File: src/rtl/swd_host_engine.sv
module swd_host_engine #(
  parameter int HALF_DIV = 2
) (
  input  logic        clk,
  input  logic        rst_n,
  input  logic        start,
  input  logic        apndp,
  input  logic        rnw,
  input  logic [1:0]  addr,
  input  logic [31:0] wdata,
  input  logic        swdio_i,
  output logic        swclk,
  output logic        swdio_o,
  output logic        swdio_oe,
  output logic [31:0] rdata,
  output logic [2:0]  ack,
  output logic        perr,
  output logic        done,
  output logic        busy
);

  localparam int CW = (HALF_DIV > 1) ? $clog2(HALF_DIV) : 1;
  localparam logic [CW-1:0] CNT_LAST = CW'(HALF_DIV - 1);
  localparam logic [2:0] ACK_OK = 3'b001;

  typedef enum logic [2:0] {S_IDLE, S_REQ, S_TRN1, S_ACK, S_WDAT, S_RDAT, S_TRN2} st_t;

  st_t           st;
  logic [CW-1:0] cnt;
  logic [5:0]    bitn;
  logic [7:0]    hdr;
  logic [31:0]   wsh;
  logic          wpar, rnw_q, rpar;

  assign busy = (st != S_IDLE);

  logic tick, rise, fall;
  assign tick = busy && (cnt == CNT_LAST);
  assign rise = tick && !swclk;
  assign fall = tick && swclk;

  assign swdio_oe = (st == S_IDLE) || (st == S_REQ) || (st == S_WDAT);
  assign swdio_o  = (st == S_REQ)  ? hdr[bitn[2:0]] :
                    (st == S_WDAT) ? (bitn[5] ? wpar : wsh[0]) : 1'b0;

  always_ff @(posedge clk or negedge rst_n) begin
    if (!rst_n) begin
      st    <= S_IDLE;
      cnt   <= '0;
      bitn  <= '0;
      hdr   <= '0;
      wsh   <= '0;
      wpar  <= 1'b0;
      rnw_q <= 1'b0;
      rpar  <= 1'b0;
      swclk <= 1'b0;
      rdata <= '0;
      ack   <= '0;
      perr  <= 1'b0;
      done  <= 1'b0;
    end else begin
      done <= 1'b0;
      if (!busy) begin
        if (start) begin
          st    <= S_REQ;
          cnt   <= '0;
          bitn  <= '0;
          hdr   <= {1'b1, 1'b0, ^{apndp, rnw, addr}, addr[1], addr[0], rnw, apndp, 1'b1};
          wsh   <= wdata;
          wpar  <= ^wdata;
          rnw_q <= rnw;
          rdata <= '0;
          ack   <= '0;
          perr  <= 1'b0;
        end
      end else begin
        cnt <= tick ? '0 : cnt + 1'b1;
        if (tick) swclk <= !swclk;
        if (rise) begin
          if (st == S_ACK) ack[bitn[1:0]] <= swdio_i;
          if (st == S_RDAT) begin
            if (bitn[5]) rpar <= swdio_i;
            else         rdata[bitn[4:0]] <= swdio_i;
          end
        end
        if (fall) begin
          case (st)
            S_REQ: begin
              if (bitn == 6'd7) begin
                st   <= S_TRN1;
                bitn <= '0;
              end else bitn <= bitn + 1'b1;
            end
            S_TRN1: begin
              st   <= S_ACK;
              bitn <= '0;
            end
            S_ACK: begin
              if (bitn == 6'd2) begin
                bitn <= '0;
                st   <= (ack == ACK_OK && rnw_q) ? S_RDAT : S_TRN2;
              end else bitn <= bitn + 1'b1;
            end
            S_WDAT: begin
              if (bitn == 6'd32) begin
                st   <= S_IDLE;
                done <= 1'b1;
              end else begin
                bitn <= bitn + 1'b1;
                wsh  <= wsh >> 1;
              end
            end
            S_RDAT: begin
              if (bitn == 6'd32) begin
                perr <= (^rdata) != rpar;
                st   <= S_TRN2;
                bitn <= '0;
              end else bitn <= bitn + 1'b1;
            end
            S_TRN2: begin
              if (ack == ACK_OK && !rnw_q) begin
                st   <= S_WDAT;
                bitn <= '0;
              end else begin
                st   <= S_IDLE;
                done <= 1'b1;
              end
            end
            default: st <= S_IDLE;
          endcase
        end
      end
    end
  end

endmodule

File: config.mk
export PLATFORM = sky130hd
export DESIGN_NAME = swd_host_engine
export DESIGN_NICKNAME = d
export VERILOG_FILES = /design/src/rtl/swd_host_engine.sv
export SDC_FILE = /design/constraint.sdc
export NUM_CORES = 1
export LEC_CHECK = 0
export BUFFER_PORTS_ARGS = -buffer_cell sky130_fd_sc_hd__buf_2
export CELL_PAD_IN_SITES_DETAIL_PLACEMENT = 1
export CELL_PAD_IN_SITES_GLOBAL_PLACEMENT = 1
export CORE_MARGIN = 4
export CORE_UTILIZATION = 47
export CTS_CLUSTER_DIAMETER = 30
export DETAILED_ROUTE_END_ITERATION = 12
export HOLD_SLACK_MARGIN = 0.1
export PLACE_DENSITY_LB_ADDON = 0.1
export SLEW_MARGIN = 5
export SYNTH_ARGS = -nofsm -noshare
export SYNTH_HDL_FRONTEND = slang
export SYNTH_SLANG_ARGS = --single-unit
File: constraint.sdc
create_clock -name clk -period 4.9 [get_ports clk]
set_input_delay 1.225 -clock clk [delete_from_list [all_inputs] [get_ports clk]]
set_output_delay 1.225 -clock clk [all_outputs]
set_load 0.02 [all_outputs]
### Yosys cells after proc, flatten, opt, wreduce, memory -nomap -nowiden

Index checks and enable logic that the tools add are counted.

* RAM bits: 0
* output and inout port bits: 41
* word-level logic and storage cells: 129
* register bits: 90
* bits in read-only memories: 0
* latch bits: 0
* memories kept: 0

* shift operators: 0
* $mul: 0
* $add $sub $neg: 2
* order comparisons: 5
* muxes and demuxes: 56
* bitwise gates (word level): 1
* divide/modulo/power cells: 0
* reduce and logical (&&, ||, !) cells: 26
* equality and inequality tests: 26

Operators by type and width (number)
* 32-bit 2-to-1 mux: 10
* 32-bit parity: 2
* 6-bit 2-to-1 mux: 8
* 3-bit 2-to-1 mux: 12
* 6-bit one-hot mux with 6 select lines: 1
* 32-bit bitwise mux: 1
* 3-bit one-hot mux with 6 select lines: 1
* 1-bit 2-to-1 mux: 17
* 4-bit AND reduction: 4
* 2-bit by 1-bit inequality test with 1-bit output, second input constant: 6
* 3-bit by 2-bit inequality test with 1-bit output, second input constant: 4
* 3-bit equality test, second input constant: 3
* 1-bit logical AND: 7
* 7-bit by 1-bit inequality test with 1-bit output, second input constant: 1
* 6-bit by 1-bit adder with 6-bit output, second input constant: 1
* 3-bit by 1-bit equality test with 1-bit output, second input constant: 2
* 3-bit by 2-bit equality test with 1-bit output, second input constant: 2
* 6-bit by 2-bit equality test with 1-bit output, second input constant: 1
* 6-bit by 3-bit equality test with 1-bit output, second input constant: 1
* 6-bit equality test, second input constant: 1
* 5-bit by 6-bit less-than comparator with 1-bit output, second input constant: 1
* 3-bit inequality test, second input constant: 2
* 6-bit AND reduction: 1
* 1-bit demux with 5-bit select: 1
* 22 further kinds: 26

### Longest topological paths before layout

* depth in word-level cells: 9
* depth in mapped cells: 8
* mapped depth without buffers: 8

### Worst setup path before layout

Ideal clock, no wire load.

* kind: input to register
* from: in start
* to: reg wsh[0]
* path buffers: 2
* setup time: 0.122 ns
* path slack: 2.090 ns
* cell stages on the path: 7
* arrival: 2.688 ns
* cell sequence: or4b_4 o21a_2 or4_4 buf_6 buf_6 nand2_1 o21ai_1

* cells in the longest elaborated chain, start to end: 2

Ends and longest elaborated chain
* from (decl): RTL line 6 `input logic start,`
* 2-bit nonzero test (no line)
* 4-bit AND reduction (no line)
* to (signal assigned): RTL line 69 `wsh <= wdata;`
* to (signal assigned): RTL line 110 `wsh <= wsh >> 1;`
* to (decl): RTL line 32 `logic [31:0] wsh;`

Every way passes these cells.
A chain may end at the register's enable or synchronous reset.

### Worst setup path in the final report

* from: reg bitn[2]
* to: out swdio_o

* cells in the longest elaborated chain, start to end: 3

Ends and longest elaborated chain
* from (decl): RTL line 30 `logic [5:0] bitn;`
* from (signal assigned): RTL line 92 `end else bitn <= bitn + 1'b1;`
* from (signal assigned): RTL line 102 `end else bitn <= bitn + 1'b1;`
* from (signal assigned): RTL line 109 `bitn <= bitn + 1'b1;`
* 1-bit binary-select mux with 3-bit select: RTL line 43 `assign swdio_o = (st == S_REQ) ? hdr[bitn[2:0]] :`
* 1-bit 2-to-1 mux (implied by the code): RTL line 43
* 1-bit 2-to-1 mux: RTL line 43
* to (decl): RTL line 13 `output logic swdio_o,`

Every way passes these cells. The select of a mux whose other input is x is not followed.

==> summary.md <==
| Metric | Value |
|---|---|
| Final period utilization | 0.652 |
| Total grt overflow | 0 |
| Crit-path max FO | 24 |
| Number of synthesized flops with an enable pin | 0 |
| Sw frac | 0.405 |
| Clock power share | 0.164 |
| Final Net Count | ~640 |
| Initial Util | 0.489 |
| RSZ-0062 raised after global routing | no |
| Worst-path clk slew | about 0.08 ns |
| Worst Tran Pin Value | roughly 1.0 ns |
| Net Sw Power | between 1000 and 1500 uW |
| Die height | 113 um |
| Drt total wl | 13.6 mm |
| Core Area | between 0.01 and 0.015 mm^2 |
| Total Die Area | 0.0127 mm^2 |
| CTS tree | built |
| Row cnt | 37 |
| CP Data Arrival Time | just under 2 ns |
| Synth Warn # | 0 |
| Mapped Cells | 534 |
| Register bit total from synthesis | between 80 and 90 |
| Detail Route Antenna Nets | 0 |
| Share of layout cells above drive strength 1 | 0.233 |
| Synth Flop Type | dfrtp_1 |
| Clock buffer depth | 2 |
| Cells along the critical path | nor2_1, a211oi_1, a22oi_1, nor2_1, buf_2 |
| Maximum VDD drop | about 0.21 mV |
| Die Span X | between 100 and 150 um |
| H-tree levels | 3 |
| Worst-Skew Late Latency | around 0.36 ns |
| Setup Skew | between 0.007 and 0.008 ns |
| Final setup violation count | 0 |
| Mean Syn Cell Area | 9.63 um^2 |
| Via count | between 4000 and 5000 |
| Biggest cell delay along the critical path | 0.83 ns |
| Post-synth top cells | dfrtp_1 (88), o21ai_0 (76), xnor2_1 (57) |
| Crit. End Element | output pin |
| Ant diodes | 0 |
| Vias in the first global route | 4489 |
| Comb pwr share | 0.411 |
| Hold_buf cts | 0 |
| Count leader, synth | dfrtp_1 |
| Gp weighted congestion | 0.802 |
| Sequential area share after synthesis | 0.428 |
| Setup Fix Bufs, Post-CTS | 0 |
| Slowest cell on the critical path | dfrtp_1 |
| Critical path launch point type | register |
| Fmax | around 310 MHz |
| Async SR Flop Fraction | 1.00 |
| CTS sink cnt | between 80 and 90 |
| Status | completed |
| HPWL Detailed | 9.68 mm |
| Area leader, netlist | dfrtp_1 |
| Slew margin rel. | 0.311 |
| PostCTS Resize Cnt | 0 |
| Slew Limit Fails | 0 |
| Top post-synthesis cells by area | dfrtp_1 (43%), xnor2_1 (9.7%), o21ai_0 (7.4%) |
| Port Buffers | 80 |
| Pin count of the biggest net entering global routing | 74 |
| Routed vias/inst | roughly 5.8 |
| Power Internal | between 1500 and 2000 uW |
| Sequential power share | 0.425 |
| Required time worst endpoint | between 3 and 4 ns |
| Routed WL per cell | about 19 um |
| Power Dens Cells | ~470 mW/mm^2 |
| Post-synthesis cell type count | 52 |
| Syn_nets | around 580 |
| DR pass1 iterations | 4 |
| Residual DRC | 0 |
| Crit path max-delay family | flip-flops |
| Total GRT Usage | 0.223 |
| Setup WS post-layout | 1.70 ns |
| CP bufs+invs | 1 |
| Worst setup path class | reg -> out |
| TritonCTS buffer count | 9 |
| MaxCap Viol Count | 0 |
| Clk root buf | clkbuf_8 |
| Fin crit period | between 3 and 4 ns |
| Most frequent CP cell | nor2_1 |
| Detailed Route Iter0 Violations | a little under 200 |
| Global-route wire length before repair | 22.9 mm |
| Syn-to-layout area delta | 10.8% |
| Pleak | between 0.002 and 0.0025 uW |
| Initial antenna violation count | 0 |
| Top cell type's share of synthesized area | 0.428 |
| Boundary pin count | 81 |
| Synthesized area | between 0.005 and 0.006 mm^2 |
| Hold Path Class | reg -> reg |
| Final Hold Viols | 0 |
| Setup_tns | 0 ns |
| Place WS | between 1 and 1.5 ns |
[final timing paths]
kind	from	endpoint	slack [ns]	cells after the start
worst max-delay path	bitn[2]	swdio_o	1.70	5
worst min-delay path	wsh[21]	wsh[21]	0.49	2
worst max register to register	st[1]	wsh[19]	1.78	6
worst min register to register	wsh[21]	wsh[21]	0.49	2
max in group asynchronous	rst_n	wsh[17]	3.11	2
min in group asynchronous	rst_n	rpar	0.99	1
[sequential cells by signal (all words and copies together) (netlist names)]
signal and flops:
done 1, rdata 32, rpar 1, cnt 1, hdr 6, ack 3, st 3, wpar 1
wsh 32, swclk 1, perr 1, bitn 6
[layout make-up]
type | instances | area, um^2
timing repair buffer | 82 | 418
fill | 1248 | 4810
clock buffer | 13 | 149
multi-input combinational | 404 | 2730
clock inverter | 1 | 5.00
tap | 136 | 170
inverter | 8 | 30.0
sequential | 88 | 2200
[logic make-up after synthesis]
group / after synthesis / synth area share
AO/OA/AOI/OAI: 173 / 0.208
AND/OR/NAND/NOR: 120 / 0.112
flip-flops: 88 / 0.428
XOR/XNOR: 66 / 0.115
buffers and inverters: 42 / 0.0428
multiplexers: 41 / 0.0842
adder cells (fa/ha/maj): 4 / 0.00973
[power groups by stage]
stage / Sequential, uW / Combinational, uW / Clock (uW)
global route: 1170 / 1220 / 484
global placement: 1140 / 1070 / 0
floorplan: 1090 / 844 / 0
CTS: 1130 / 1110 / 450
finish: 1140 / 1100 / 439
detailed placement: 1150 / 1110 / 0
[cell usage in the layout (no fill, tap or decap), types with 5 or more instances in the layout]
master,count
xor2_1,8
nand3_1,9
a22o_1,6
a21oi_1,35
buf_2,79
dfrtp_1,88
o21ai_0,76
nand2b_1,6
nor2b_1,6
o21ai_2,29
nor2_1,19
mux2_2,8
mux2i_1,32
inv_1,7
xnor2_1,57
clkbuf_8,10
o21ai_1,5
nand2_1,54
[metrics by stage]
| stage | util | hold WS (ns) | total power (uW) | instance area, um^2 | cells |
|---|---|---|---|---|---|
| 2_1_floorplan | - | 0.444 | 1930 | 5140 | 534 |
| 3_3_place_gp | 0.528 | 0.461 | 2210 | 5550 | 718 |
| 3_5_place_dp | 0.528 | 0.473 | 2250 | 5550 | 718 |
| 4_1_cts | 0.542 | 0.492 | 2700 | 5700 | 732 |
| 5_1_grt | 0.542 | 0.514 | 2870 | 5700 | 732 |
| 6_report | 0.542 | 0.488 | 2670 | 5700 | 732 |
[routing by layer]
metal,GRT usage,up-vias,part of all wire
li1,-,1999,-
met2,0.379,100,0.50
met3,0.0399,17,0.053
met1,0.290,2094,0.43
met5,0,-,0
met4,0.0673,0,0.016
[worst min-delay path, stage by stage (launching register included)]
cell and delay (ns):
dfrtp_1 0.35, nand2_1 0.06, o21ai_2 0.05
No activity file was read; power rests on OpenSTA's default activity.
